$ cat config.mk
export PLATFORM = sky130hd
export DESIGN_NAME = secrx_decrypt_seq
export DESIGN_NICKNAME = d
export VERILOG_FILES = /design/src/rtl/secrx_pkg.sv /design/src/rtl/secrx_rx_store.sv /design/src/rtl/secrx_regs.sv /design/src/rtl/secrx_seq.sv /design/src/rtl/secrx_decrypt_seq.sv
export SDC_FILE = /design/constraint.sdc
export NUM_CORES = 1
export LEC_CHECK = 0
export BUFFER_PORTS_ARGS = -buffer_cell sky130_fd_sc_hd__buf_2
export CORE_MARGIN = 8
export CORE_UTILIZATION = 30
export DETAILED_ROUTE_END_ITERATION = 12
export GPL_TIMING_DRIVEN = 0
export SLEW_MARGIN = 20
export SYNTH_ARGS = -nofsm -noshare
export SYNTH_HDL_FRONTEND = slang
export SYNTH_HIERARCHICAL = 1
export SYNTH_SLANG_ARGS = --single-unit
$ cat constraint.sdc
create_clock -name clk -period 3.5 [get_ports clk]
set_clock_uncertainty 0.05 [all_clocks]
set_input_delay 0.7 -clock clk [delete_from_list [all_inputs] [get_ports clk]]
set_output_delay 0.7 -clock clk [all_outputs]
set_load 0.02 [all_outputs]
$ cat src/rtl/secrx_pkg.sv
package secrx_pkg;
  localparam logic [9:0] ADDR_INTSTAT  = 10'h031;
  localparam logic [9:0] ADDR_SECCTL   = 10'h02C;
  localparam logic [9:0] ADDR_SECSTAT  = 10'h02D;
  localparam logic [9:0] ADDR_KEY_BASE = 10'h2B0;
  localparam logic [9:0] ADDR_BUF_BASE = 10'h300;
  localparam int KEY_BYTES     = 16;
  localparam int INT_SEC_BIT   = 4;
  localparam int INT_RX_BIT    = 3;
  localparam int CTL_IGN_BIT   = 7;
  localparam int CTL_GO_BIT    = 6;
  localparam int CTL_SUITE_LSB = 3;
  localparam int FC_SEC_BIT    = 3;

  typedef enum logic [1:0] {SQ_IDLE, SQ_HOLD, SQ_CRYPT} sq_state_t;

  // buffer index of the final (signal-strength) octet for a given length octet
  function automatic logic [7:0] last_index(input logic [6:0] len7);
    return {1'b0, len7} + 8'd2;
  endfunction

  // offset of a host address within the frame buffer window
  function automatic logic [9:0] buf_offset(input logic [9:0] addr);
    return addr - ADDR_BUF_BASE;
  endfunction
endpackage

$ cat src/rtl/secrx_rx_store.sv
module secrx_rx_store
  import secrx_pkg::*;
#(
  parameter int BUF_DEPTH = 144,
  parameter int IDX_W     = $clog2(BUF_DEPTH)
) (
  input  logic             clk,
  input  logic             rst_n,
  input  logic             accept,
  input  logic             rx_valid,
  input  logic [7:0]       rx_data,
  input  logic [IDX_W-1:0] rd_idx,
  output logic [7:0]       rd_byte,
  output logic             buf_we,
  output logic             frame_done,
  output logic             frame_secured
);
  logic [7:0]       mem [BUF_DEPTH];
  logic [IDX_W-1:0] wr_idx;
  logic [6:0]       len_q;
  logic             sec_q;
  logic             at_last;

  assign buf_we        = accept & rx_valid;
  assign at_last       = (wr_idx != '0) && (int'(wr_idx) == int'(last_index(len_q)));
  assign frame_done    = buf_we & at_last;
  assign frame_secured = sec_q;
  assign rd_byte       = mem[rd_idx];

  always_ff @(posedge clk) begin
    if (buf_we) mem[wr_idx] <= rx_data;
  end

  always_ff @(posedge clk or negedge rst_n) begin
    if (!rst_n) begin
      wr_idx <= '0;
      len_q  <= '0;
      sec_q  <= 1'b0;
    end else if (buf_we) begin
      if (wr_idx == '0) len_q <= rx_data[6:0];
      if (int'(wr_idx) == 1) sec_q <= rx_data[FC_SEC_BIT];
      if (at_last) wr_idx <= '0;
      else         wr_idx <= wr_idx + 1'b1;
    end
  end
endmodule

$ cat src/rtl/secrx_regs.sv
module secrx_regs
  import secrx_pkg::*;
#(
  parameter int BUF_DEPTH = 144,
  parameter int IDX_W     = $clog2(BUF_DEPTH)
) (
  input  logic             clk,
  input  logic             rst_n,
  input  logic             host_we,
  input  logic             host_re,
  input  logic [9:0]       host_addr,
  input  logic [7:0]       host_wdata,
  output logic [7:0]       host_rdata,
  input  logic [7:0]       buf_byte,
  output logic [IDX_W-1:0] buf_idx,
  input  logic             rx_set,
  input  logic             sec_set,
  input  logic             fail_load,
  input  logic             fail_val,
  output logic             start_req,
  output logic             ignore_req,
  output logic             stat_read,
  output logic             flag_rx,
  output logic             flag_sec,
  output logic [2:0]       suite,
  output logic [8*KEY_BYTES-1:0] key_flat
);
  logic [7:0] key_q [KEY_BYTES];
  logic       fail_q;
  logic       ctl_wr, key_hit, buf_hit;
  logic [9:0] boff;
  logic [7:0] rmux;

  assign ctl_wr     = host_we && (host_addr == ADDR_SECCTL);
  assign start_req  = ctl_wr & host_wdata[CTL_GO_BIT];
  assign ignore_req = ctl_wr & host_wdata[CTL_IGN_BIT];
  assign stat_read  = host_re && (host_addr == ADDR_INTSTAT);
  assign key_hit    = (host_addr[9:4] == ADDR_KEY_BASE[9:4]);
  assign boff       = buf_offset(host_addr);
  assign buf_hit    = (host_addr >= ADDR_BUF_BASE) && (int'(boff) < BUF_DEPTH);
  assign buf_idx    = boff[IDX_W-1:0];

  for (genvar g = 0; g < KEY_BYTES; g++) begin : g_key
    assign key_flat[8*g +: 8] = key_q[g];
    always_ff @(posedge clk or negedge rst_n) begin
      if (!rst_n) key_q[g] <= '0;
      else if (host_we && key_hit && (int'(host_addr[3:0]) == g)) key_q[g] <= host_wdata;
    end
  end

  always_ff @(posedge clk or negedge rst_n) begin
    if (!rst_n) begin
      flag_rx  <= 1'b0;
      flag_sec <= 1'b0;
      fail_q   <= 1'b0;
      suite    <= '0;
    end else begin
      if (rx_set)         flag_rx  <= 1'b1;
      else if (stat_read) flag_rx  <= 1'b0;
      if (sec_set)        flag_sec <= 1'b1;
      else if (stat_read) flag_sec <= 1'b0;
      if (fail_load)      fail_q   <= fail_val;
      if (ctl_wr)         suite    <= host_wdata[CTL_SUITE_LSB +: 3];
    end
  end

  always_comb begin
    rmux = '0;
    if (host_addr == ADDR_INTSTAT) begin
      rmux[INT_SEC_BIT] = flag_sec;
      rmux[INT_RX_BIT]  = flag_rx;
    end else if (host_addr == ADDR_SECCTL) begin
      rmux[CTL_SUITE_LSB +: 3] = suite;
    end else if (host_addr == ADDR_SECSTAT) begin
      rmux[0] = fail_q;
    end else if (key_hit) begin
      rmux = key_q[host_addr[3:0]];
    end else if (buf_hit) begin
      rmux = buf_byte;
    end
  end

  always_ff @(posedge clk or negedge rst_n) begin
    if (!rst_n)       host_rdata <= '0;
    else if (host_re) host_rdata <= rmux;
  end
endmodule

$ cat src/rtl/secrx_seq.sv
module secrx_seq
  import secrx_pkg::*;
(
  input  logic clk,
  input  logic rst_n,
  input  logic frame_done,
  input  logic frame_secured,
  input  logic start_req,
  input  logic ignore_req,
  input  logic cip_done,
  input  logic cip_auth_fail,
  output logic accept,
  output logic hold,
  output logic crypt,
  output logic cip_start,
  output logic rx_set,
  output logic sec_set,
  output logic fail_load,
  output logic fail_val
);
  sq_state_t state, state_nx;
  logic      go_now;

  assign hold      = (state == SQ_HOLD);
  assign crypt     = (state == SQ_CRYPT);
  assign accept    = (state == SQ_IDLE);
  assign go_now    = hold & start_req & ~ignore_req;
  assign sec_set   = accept & frame_done & frame_secured;
  assign fail_load = crypt & cip_done;
  assign fail_val  = cip_auth_fail;
  assign rx_set    = (accept & frame_done & ~frame_secured)
                   | (hold & ignore_req)
                   | fail_load;

  always_comb begin
    state_nx = state;
    unique case (state)
      SQ_IDLE:  if (sec_set) state_nx = SQ_HOLD;
      SQ_HOLD:  if (ignore_req) state_nx = SQ_IDLE;
                else if (start_req) state_nx = SQ_CRYPT;
      SQ_CRYPT: if (cip_done) state_nx = SQ_IDLE;
      default:  state_nx = SQ_IDLE;
    endcase
  end

  always_ff @(posedge clk or negedge rst_n) begin
    if (!rst_n) begin
      state     <= SQ_IDLE;
      cip_start <= 1'b0;
    end else begin
      state     <= state_nx;
      cip_start <= go_now;
    end
  end
endmodule

$ cat src/rtl/secrx_decrypt_seq.sv
module secrx_decrypt_seq
  import secrx_pkg::*;
#(
  parameter int BUF_DEPTH = 144,
  localparam int IDX_W    = $clog2(BUF_DEPTH)
) (
  input  logic         clk,
  input  logic         rst_n,
  input  logic         rx_valid,
  input  logic [7:0]   rx_data,
  output logic         rx_busy,
  input  logic         host_we,
  input  logic         host_re,
  input  logic [9:0]   host_addr,
  input  logic [7:0]   host_wdata,
  output logic [7:0]   host_rdata,
  output logic         irq,
  output logic         cip_start,
  output logic [2:0]   cip_suite,
  output logic [127:0] cip_key,
  input  logic         cip_done,
  input  logic         cip_auth_fail
);
  logic             accept, st_hold, st_crypt;
  logic             ev_buf_we, ev_frame_done, frame_secured;
  logic             ev_start_req, ev_ignore_req, ev_stat_read;
  logic             ev_rx_set, ev_sec_set, fail_load, fail_val;
  logic             ev_ignore_take;
  logic             flag_rx, flag_sec;
  logic [IDX_W-1:0] buf_idx;
  logic [7:0]       buf_byte;

  assign rx_busy        = ~accept;
  assign irq            = flag_rx | flag_sec;
  assign ev_ignore_take = st_hold & ev_ignore_req;

  secrx_rx_store #(.BUF_DEPTH(BUF_DEPTH), .IDX_W(IDX_W)) store_i (
    .clk(clk), .rst_n(rst_n), .accept(accept), .rx_valid(rx_valid), .rx_data(rx_data),
    .rd_idx(buf_idx), .rd_byte(buf_byte), .buf_we(ev_buf_we),
    .frame_done(ev_frame_done), .frame_secured(frame_secured)
  );

  secrx_regs #(.BUF_DEPTH(BUF_DEPTH), .IDX_W(IDX_W)) regs_i (
    .clk(clk), .rst_n(rst_n), .host_we(host_we), .host_re(host_re), .host_addr(host_addr),
    .host_wdata(host_wdata), .host_rdata(host_rdata), .buf_byte(buf_byte), .buf_idx(buf_idx),
    .rx_set(ev_rx_set), .sec_set(ev_sec_set), .fail_load(fail_load), .fail_val(fail_val),
    .start_req(ev_start_req), .ignore_req(ev_ignore_req), .stat_read(ev_stat_read),
    .flag_rx(flag_rx), .flag_sec(flag_sec), .suite(cip_suite), .key_flat(cip_key)
  );

  secrx_seq seq_i (
    .clk(clk), .rst_n(rst_n), .frame_done(ev_frame_done), .frame_secured(frame_secured),
    .start_req(ev_start_req), .ignore_req(ev_ignore_req), .cip_done(cip_done),
    .cip_auth_fail(cip_auth_fail), .accept(accept), .hold(st_hold), .crypt(st_crypt),
    .cip_start(cip_start), .rx_set(ev_rx_set), .sec_set(ev_sec_set),
    .fail_load(fail_load), .fail_val(fail_val)
  );
endmodule

=== Yosys cells after proc, flatten, opt, wreduce, memory -nomap -nowiden ===
Memories as Yosys holds them, arrays and structs flattened.
Index checks and enable logic that the tools add are counted.

* Register bits after elaboration: 161
* Memory bits (writable): 1,152
* Memories: 1
* Input port bits: 33

{| class="wikitable"
|+ Memories
! memory !! depth !! width !! rd ports !! clocked after Yosys merged registers in !! wr ports !! line !! source
|-
| store_i.mem || 144 || 8 || 1 || 0 || 1 || secrx_rx_store.sv:18 || <nowiki>logic [7:0] mem [BUF_DEPTH];</nowiki>
|}

* $add $sub $neg: 3
* Bitwise logic cells: 18
* Reduce and logical (&&, ||, !) cells: 30
* Muxes and demuxes: 24
* Equal/unequal tests: 26
* Magnitude comparators: 3

{| class="wikitable"
|+ Operators by type and width
! kind !! count
|-
| two-way mux 8 bit || 5
|-
| binary-select mux 8 bit (select 4 bit) || 1
|-
| == test 4 bit, second input constant || 8
|-
| == test 10 x 6 -> 1 bit, second input constant || 3
|-
| logical AND 1 bit || 21
|-
| == test 4 x 3 -> 1 bit, second input constant || 4
|-
| two-way mux 2 bit || 6
|-
| two-way mux 3 bit || 4
|-
| bitwise AND 1 bit || 11
|-
| greater-or-equal comparator 10 bit, second input constant || 1
|-
| < comparator 10 x 8 -> 1 bit, second input constant || 1
|-
| subtractor 10 bit, second input constant || 1
|-
| adder 7 x 2 -> 8 bit, second input constant || 1
|-
| adder 8 x 1 -> 8 bit, second input constant || 1
|-
| == test 4 x 2 -> 1 bit, second input constant || 2
|-
| == test 8 x 2 -> 1 bit, second input constant || 1
|-
| == test 8 bit || 1
|-
| zero test 8 bit || 1
|-
| nonzero test 8 bit || 1
|-
| two-way mux 7 bit || 1
|-
| == test 6 bit, second input constant || 1
|-
| two-way mux 1 bit || 6
|-
| case mux 2 bit (3 select lines) || 1
|-
| greater-or-equal comparator 5 bit, second input constant || 1
|-
| other kinds (14) || 20
|}

=== Depth between registers and ports, before layout ===
Gate-level depths: netlist of the first run.

* Depth in word-level cells: 9
* Gate-level depth with buffers: 14
* Mapped depth without buffers: 10

=== Modules after synthesis ===
Netlist of the first run, hierarchy kept.

{| class="wikitable"
|+ Modules (own cells, without submodules)
! module !! instances !! seq. area each (µm²) !! cells an instance !! area each (µm²)
|-
| secrx_rx_store || 1 || 34,993.6 || 2,162 || 46,069.2
|-
| secrx_regs || 1 || 3,553.4 || 459 || 6,879.1
|-
| secrx_seq || 1 || 75.1 || 17 || 183.9
|-
| secrx_decrypt_seq || 1 || 0.0 || 2 || 10.0
|}

=== Worst setup path after synthesis of the first run ===
No wires, ideal clock.

* Path type: input to register
* Start point: in host_addr[0]
* End point: reg regs_i.host_rdata[4]
* Buffers on the path: 5
* Stages on the path: 12
* Required time: 3.318 ns
* Setup time: 0.132 ns
* Arrival time: 2.824 ns
* Path slack: 0.494 ns
* Cells stage by stage: buf_4 > buf_6 > buf_12 > buf_6 > buf_4 > mux4_2 > mux2i_1 > a211oi_1 > o32ai_1 > a31oi_1 > a221oi_1 > a21oi_1

* Elaborated cells on any way between the ends: 17
* Classes of those cells: 1 x add/sub; 2 x order compare; 3 x eq/ne; 8 x mux; 1 x bitwise; 1 x reduce/logical; 1 x memory

{| class="wikitable"
|+ RTL lines
! what !! line !! source
|-
| start: declaration || secrx_decrypt_seq.sv:14 || <nowiki>input logic [9:0] host_addr,</nowiki>
|-
| subtractor 10 bit || secrx_pkg.sv:24 || <nowiki>return addr - ADDR_BUF_BASE;</nowiki>
|-
| memory (144 x 8 bit) || - ||
|-
| via buf_byte[4] || secrx_decrypt_seq.sv:31 || <nowiki>logic [7:0] buf_byte;</nowiki>
|-
| two-way mux 8 bit || secrx_regs.sv:78 || <nowiki>end else if (buf_hit) begin</nowiki>
|-
| two-way mux 8 bit || secrx_regs.sv:76 || <nowiki>end else if (key_hit) begin</nowiki>
|-
| two-way mux 7 bit || secrx_regs.sv:74 || <nowiki>end else if (host_addr == ADDR_SECSTAT) begin</nowiki>
|-
| two-way mux 3 bit || secrx_regs.sv:72 || <nowiki>end else if (host_addr == ADDR_SECCTL) begin</nowiki>
|-
| two-way mux 2 bit || secrx_regs.sv:69 || <nowiki>if (host_addr == ADDR_INTSTAT) begin</nowiki>
|-
| end signal: assignment || secrx_regs.sv:85 || <nowiki>else if (host_re) host_rdata <= rmux;</nowiki>
|-
| end: declaration || secrx_regs.sv:13 || <nowiki>output logic [7:0] host_rdata,</nowiki>
|}

The timed path passes the listed nets, and every way through them passes these cells. The select of a mux whose other input is x is not followed.
A chain may end at the register's enable or synchronous reset.

=== Worst setup path after layout of the first run ===
* Start point: reg seq_i.state[0]
* End point: mem store_i.mem[100][4] (enable)

* Word-level cells in the longest chain between the ends: 4

{| class="wikitable"
|+ Ends and longest elaborated chain
! what !! line !! source
|-
| start: declaration || secrx_seq.sv:21 || <nowiki>sq_state_t state, state_nx;</nowiki>
|-
| start signal: assignment || secrx_seq.sv:51 || <nowiki>state <= state_nx;</nowiki>
|-
| zero test 2 bit || secrx_seq.sv:26 || <nowiki>assign accept = (state == SQ_IDLE);</nowiki>
|-
| via accept || secrx_decrypt_seq.sv:24 || <nowiki>logic accept, st_hold, st_crypt;</nowiki>
|-
| bitwise AND 1 bit || secrx_rx_store.sv:24 || <nowiki>assign buf_we = accept & rx_valid;</nowiki>
|-
| two-way mux 1 bit || secrx_rx_store.sv:31 || <nowiki>if (buf_we) mem[wr_idx] <= rx_data;</nowiki>
|-
| two-way mux 1 bit (not written as such) || secrx_rx_store.sv:31 ||
|-
| end: declaration || secrx_rx_store.sv:18 ||
|}

The timed path passes the listed nets, and every way through them passes these cells.

==> flow_metrics.py, run 1 <==
metrics = {
    "sta": {
        "period_needed_ps": 3610,
        "hold_violations": 0,
        "timing.slew.headroom_pct": 15.6,
        "setup_viol": 66,
        "maxSlewViolCount": 0,
        "tightest_slew_ps": 1270,
        "setup_tns_ps": -3210,
        "max_freq_mhz": 277,
        "worst_slack_ps": -108,
        "min_period_over_period_pct": 103,
        "rsz0062_at_grt": "true",
    },
    "critical_path": {
        "reg2reg_to": "store_i/mem[100][4]$_DFFE_PP_",
        "r2r_start": "seq_i/state[0]$_DFFE_PN0P_",
        "path_class": "reg2reg",
        "ff2ff_path_depth": 6,
        "r2r_slack_ps": -110,
        "critPathLaunch": "seq_i/state[0]$_DFFE_PN0P_",
        "worst-path-max-fanout": 10,
        "endpoint_kind": "flip-flop",
        "crit_arrival_ps": 3930,
        "worstPathRequired_ps": 3820,
        "critPathLaunchType": "flip-flop",
    },
    "clock_network": {
        "cts_buffer_depth": 3,
        "numCtsBuffers": 142,
        "h-tree-depth": 4,
        "cts_tree": "done",
        "cts_sinks": 1313,
        "cts.clk_slew.worst_paths_ps": 50,
        "cts-root-buf": "clkbuf_16",
        "clk_latency_ps": 770,
    },
    "power": {
        "p_per_area_nw_per_um2": 562,
        "p_sw_mw": 8.23,
        "combPwrFrac_pct": 8.3,
        "p_leak_nw": 21.1,
        "vdd_drop_max_v": 0.000473,
        "p_clk_share_pct": 42.1,
        "seq_power_share_pct": 49.6,
        "p_total_mw": 35.2,
        "p_sw_share_pct": 23.4,
        "internal_power_mw": 27.0,
    },
    "logic_synthesis": {
        "postSynthAreaPerCell_um2": 20.1,
        "synthCells": 2639,
        "syn-cell-area_um2": 53100,
        "synth_nets": 2677,
        "yosys_warnings": 6,
    },
    "worst_hold_path": {
        "hold_class": "in2reg",
        "hold_depth": 2,
        "min_from": "cip_auth_fail",
        "hold_path_end": "regs_i/fail_q$_DFFE_PN0P_",
    },
    "final_layout": {
        "drive_gt1_share_pct": 35.5,
        "area_growth_pct": 17.8,
        "fill_cells": 16300,
        "fin_area_um2": 62600,
        "stdcell_count": 5422,
        "final_nets": 3001,
    },
    "global_routing": {
        "grt_max_degree": 97,
        "grt_pass1_vias": 27700,
        "grt_util_met1_pct": 19.6,
        "grt_overflow": 0,
        "grt_antenna_before_repair": 6,
        "grt_usage_pct": 14.3,
        "use_met3_pct": 3.34,
        "grt_pass1_wl_mm": 202,
        "busiest_layer": "met2",
        "globalRouteMet2Util_pct": 22.7,
    },
    "drt": {
        "drt_iter0_drc": 2771,
        "antenna_left": 0,
        "drc": 0,
        "viasPerCell": 5.08,
        "first_pass_iters": 6,
        "wirelength_mm": 141,
        "drt-wirelength-per-cell_um": 26.0,
        "vias": 27600,
    },
    "placed_design": {
        "post-place-ws_ps": -1770,
        "numPortBuffers": 170,
        "dp.cells": 5158,
        "globalplace.congestion": 0.873,
        "place_area_um2": 57200,
        "dp_hpwl_mm": 95.1,
    },
    "floorplan": {
        "die_x_um": 437,
        "chipHeight_um": 437,
        "core_area_um2": 176000,
        "start_util_pct": 30.2,
        "die_area_um2": 191000,
        "io_pins": 175,
        "rows": 154,
    },
    "status": {
        "violations": "setup timing",
        "outcome": "finished with violations",
    },
    "job": {
        "maxCapViolations": 0,
    },
}
-- layer usage --
metal / wire length (um) / vias to the layer above / share of wire [%]
met4: 3360 / 2 / 2.4
li1: - / 11500 / -
met2: 66600 / 1157 / 47
met3: 11100 / 201 / 7.9
met1: 59600 / 14700 / 42
met5: 13 / - / 0.0092
-- area by class of cell --
type | count | area (um2) | share of cell area (%)
diodes | 4 | 10.0 | 0.0160
plain buffers | 163 | 1160 | 1.85
clock buffers | 188 | 3880 | 6.20
clock inverters | 71 | 751 | 1.20
inverters | 10 | 37.5 | 0.0600
multi-input cells | 1152 | 14000 | 22.4
flip-flops and latches | 1313 | 38600 | 61.7
well taps | 2340 | 2930 | 4.68
repair buffers | 181 | 1190 | 1.90
-- cell usage in the layout, fill, tap and decap left out, drive strengths merged, types with 10 or more instances in the layout --
cell / n
mux4: 300
o22ai: 28
a22oi: 43
buf: 281
inv: 12
nand3: 26
a31oi: 16
mux2i: 100
bufinv: 12
nor4: 11
clkbuf: 250
nor2b: 18
a21oi: 28
mux2: 168
nor3: 17
nor2: 173
clkinv: 52
a22o: 24
nand2: 48
dfrtp: 161
o21ai: 13
a21o: 10
edfxtp: 1152
or3b: 10
-- critical path: stages (launching register included) --
cell,delay [ps]
dfrtp_1,460
nor2_4,310
nand2_1,250
inv_1,190
clkbuf_1,380
nand3_1,790
nor2_2,770
-- worst max path at each step --
stage	slack, ps	end
global placement	-1790	regs_i/host_rdata[4]$_DFFE_PN0P_
CTS	-180	store_i/mem[47][5]$_DFFE_PP_
detailed placement	-1770	regs_i/host_rdata[4]$_DFFE_PN0P_
finish	-110	store_i/mem[100][4]$_DFFE_PP_
global route	-130	store_i/mem[100][4]$_DFFE_PP_
floorplan	490	regs_i/host_rdata[4]$_DFFE_PN0P_
-- power by group through the flow --
stage          logic [mW]  registers, mW  clock network, mW
2_1_floorplan        1.49           17.8                  0
3_3_place_gp         2.63           17.8                  0
3_5_place_dp         2.69           17.8                  0
4_1_cts              2.85           17.5               15.2
5_1_grt              3.08           17.5               15.8
6_report             2.93           17.5               14.8
-- registers in the layout (all words and copies together) (netlist names) --
name,count
store_i/mem,1152
regs_i/flag_rx,1
store_i/len_q,7
regs_i/fail_q,1
seq_i/state,2
regs_i/host_rdata,8
regs_i/flag_sec,1
regs_i/key_flat,128
regs_i/suite,3
store_i/frame_secured,1
store_i/wr_idx,8
seq_i/cip_start,1
-- what timing repair did --
action | CTS | global route
hold endpoints to repair | 80 | 0
hold buffers | 1 | 0
setup endpoints to repair | 1136 | 607
pin swaps | 0 | 1
setup buffers | 0 | 1
gates resized for setup | 140 | 54
-- stage by stage --
stage	util, %	hold WS, ps
after detailed placement	32.5	441
final	35.5	163
after global routing	35.5	145
after floorplan	-	354
after CTS	35.4	98.2
after global placement	32.3	433
No activity file was read; power rests on OpenSTA's default activity.
==> run 2, diff against run 1 <==
==> constraint.sdc (replaced) <==
create_clock -name clk -period 3.5 [get_ports clk]
set_clock_uncertainty 0.05 [all_clocks]
set_input_delay 0 -clock clk [delete_from_list [all_inputs] [get_ports clk]]
set_output_delay 0 -clock clk [all_outputs]
set_load 0.05 [all_outputs]
==> run 2 against run 1 <==
Against the previous run: the run still ends with setup timing left; final area is 0.67% higher; critical endpoint unchanged; cell count is 0.76% higher; flip-flop and latch count stayed put; register-to-register slack worse by 40 ps; critical path depth stayed put; clock power hardly changed; fmax is 1.0% lower.
==> flow_metrics.py, run 2 (synthesis gave the netlist of run 1 again) <==
metrics = {
    "status": {
        "outcome": "finished with violations",
        "violations": "setup timing",
    },
    "critical_path": {
        "path_class": "reg2reg",
        "worst-path-max-fanout": 10,
        "path_cells": "nor2_4 -> nand2_1 -> inv_1 -> clkbuf_1 -> nand3_1 -> nor2_2",
        "cpPeakStageDelay_ps": 810,
        "endpoint_kind": "flip-flop",
        "crit_arrival_ps": 3970,
        "slowest_stage": "nand3_1",
        "critPathLaunchType": "flip-flop",
        "worstPathRequired_ps": 3820,
    },
    "drt": {
        "first_pass_iters": 6,
        "viasPerCell": 5.09,
        "drc": 0,
        "antenna_left": 0,
        "drt-wirelength-per-cell_um": 25.8,
        "drt_iter0_drc": 2548,
        "vias": 27800,
        "wirelength_mm": 141,
    },
    "floorplan": {
        "die_area_um2": 191000,
        "io_pins": 175,
        "core_area_um2": 176000,
        "rows": 154,
        "start_util_pct": 30.2,
        "chipHeight_um": 437,
        "die_x_um": 437,
    },
    "power": {
        "p_sw_mw": 8.34,
        "p_sw_share_pct": 23.6,
        "seq_power_share_pct": 49.4,
        "p_total_mw": 35.3,
        "combPwrFrac_pct": 8.7,
        "p_clk_share_pct": 41.9,
        "vdd_drop_max_v": 0.000472,
        "p_per_area_nw_per_um2": 561,
        "internal_power_mw": 27.0,
        "p_leak_nw": 21.3,
    },
    "final_layout": {
        "layout_common_cells": "edfxtp_1 (1,152), mux4_2 (277), buf_2 (190)",
        "final_common_cell": "edfxtp_1",
        "drive_gt1_share_pct": 35.0,
        "final_core_util_pct": 35.8,
        "stdcell_count": 5463,
        "fin_area_um2": 63000,
        "largest-register": "store_i/mem",
        "area_growth_pct": 18.6,
        "final_nets": 3042,
        "largest_register_ffs": 1152,
    },
    "sta": {
        "worst_slack_ps": -144,
        "rsz0062_at_grt": "true",
        "maxSlewViolCount": 0,
        "hold_violations": 0,
        "max_freq_mhz": 274,
        "min_period_over_period_pct": 104,
        "whs_ps": 89.3,
        "period_needed_ps": 3640,
        "setup_tns_ps": -5650,
        "setup_viol": 110,
        "timing.slew.headroom_pct": 14.7,
        "tightest_slew_ps": 1280,
    },
    "job": {
        "maxCapViolations": 0,
    },
    "clock_network": {
        "cts-root-buf": "clkbuf_16",
        "clk_latency_ps": 770,
        "cts_tree": "done",
        "cts.clk_slew.worst_paths_ps": 60,
        "numCtsBuffers": 142,
        "cts_sinks": 1313,
        "cts_buffer_depth": 3,
        "cts_setup_buffers": 0,
        "h-tree-depth": 4,
    },
    "global_routing": {
        "grt_max_degree": 97,
        "grt_overflow": 0,
        "grt_pass1_vias": 28000,
        "grt_antenna_before_repair": 1,
        "grt_pass1_wl_mm": 203,
        "grt_usage_pct": 14.3,
    },
    "placed_design": {
        "dp.cells": 5158,
        "post-place-ws_ps": -1070,
        "place_area_um2": 57200,
        "globalplace.congestion": 0.873,
        "numPortBuffers": 170,
        "dp_hpwl_mm": 95.1,
    },
    "worst_hold_path": {
        "hold_class": "in2reg",
    },
}
## run 2: final cells by class
class	instances	area [um2]
multi-input combinational	1152	14000
clock inverter	71	751
timing repair buffer	221	1600
inverter	10	37.5
buffer	164	1140
clock buffer	188	3880
sequential	1313	38600
fill	16200	113000
antenna	4	10.0
tap	2340	2930
## run 2: power by group through the flow
stage	clock network (mW)	registers, mW	logic [mW]
final	14.8	17.5	3.06
after global routing	15.8	17.5	3.22
after CTS	15.2	17.5	2.98
after detailed placement	0	17.8	2.78
after global placement	0	17.8	2.71
after floorplan	0	17.8	1.50
## run 2: worst paths after layout
check                                                      start                               end  slack (ps)  cells after the start
worst max register to register        seq_i/state[0]$_DFFE_PN0P_     store_i/mem[100][4]$_DFFE_PP_        -140                      6
max in group asynchronous                                  rst_n    regs_i/key_flat[9]$_DFFE_PN0P_        2670                      4
min in group asynchronous                                  rst_n   regs_i/key_flat[64]$_DFFE_PN0P_         340                      4
worst min-delay path                               host_wdata[6]   regs_i/key_flat[86]$_DFFE_PN0P_          90                      3
worst max-delay path                  seq_i/state[0]$_DFFE_PN0P_     store_i/mem[100][4]$_DFFE_PP_        -140                      6
worst min register to register  regs_i/host_rdata[3]$_DFFE_PN0P_  regs_i/host_rdata[3]$_DFFE_PN0P_         460                      2
## run 2: layer usage
| metal | wire (um) | GRT usage (%) |
|---|---|---|
| met1 | 59600 | 19.6 |
| met5 | 0 | 0 |
| met4 | 3430 | 4.20 |
| met3 | 11300 | 3.37 |
| met2 | 66600 | 22.7 |
## run 2: critical path, delay by kind of cell, from the launching register on
family	cells	cell delay [ps]
flip-flops	1	460
buffers and inverters	2	590
AND/OR/NAND/NOR	4	2150
## run 2: repair_timing
| action | 4_1_cts | 5_1_grt |
|---|---|---|
| hold buffers | 42 | 0 |
| endpoints found under the hold margin | 1458 | 0 |
| resized for setup | 138 | 55 |
| setup endpoints to repair | 1132 | 666 |
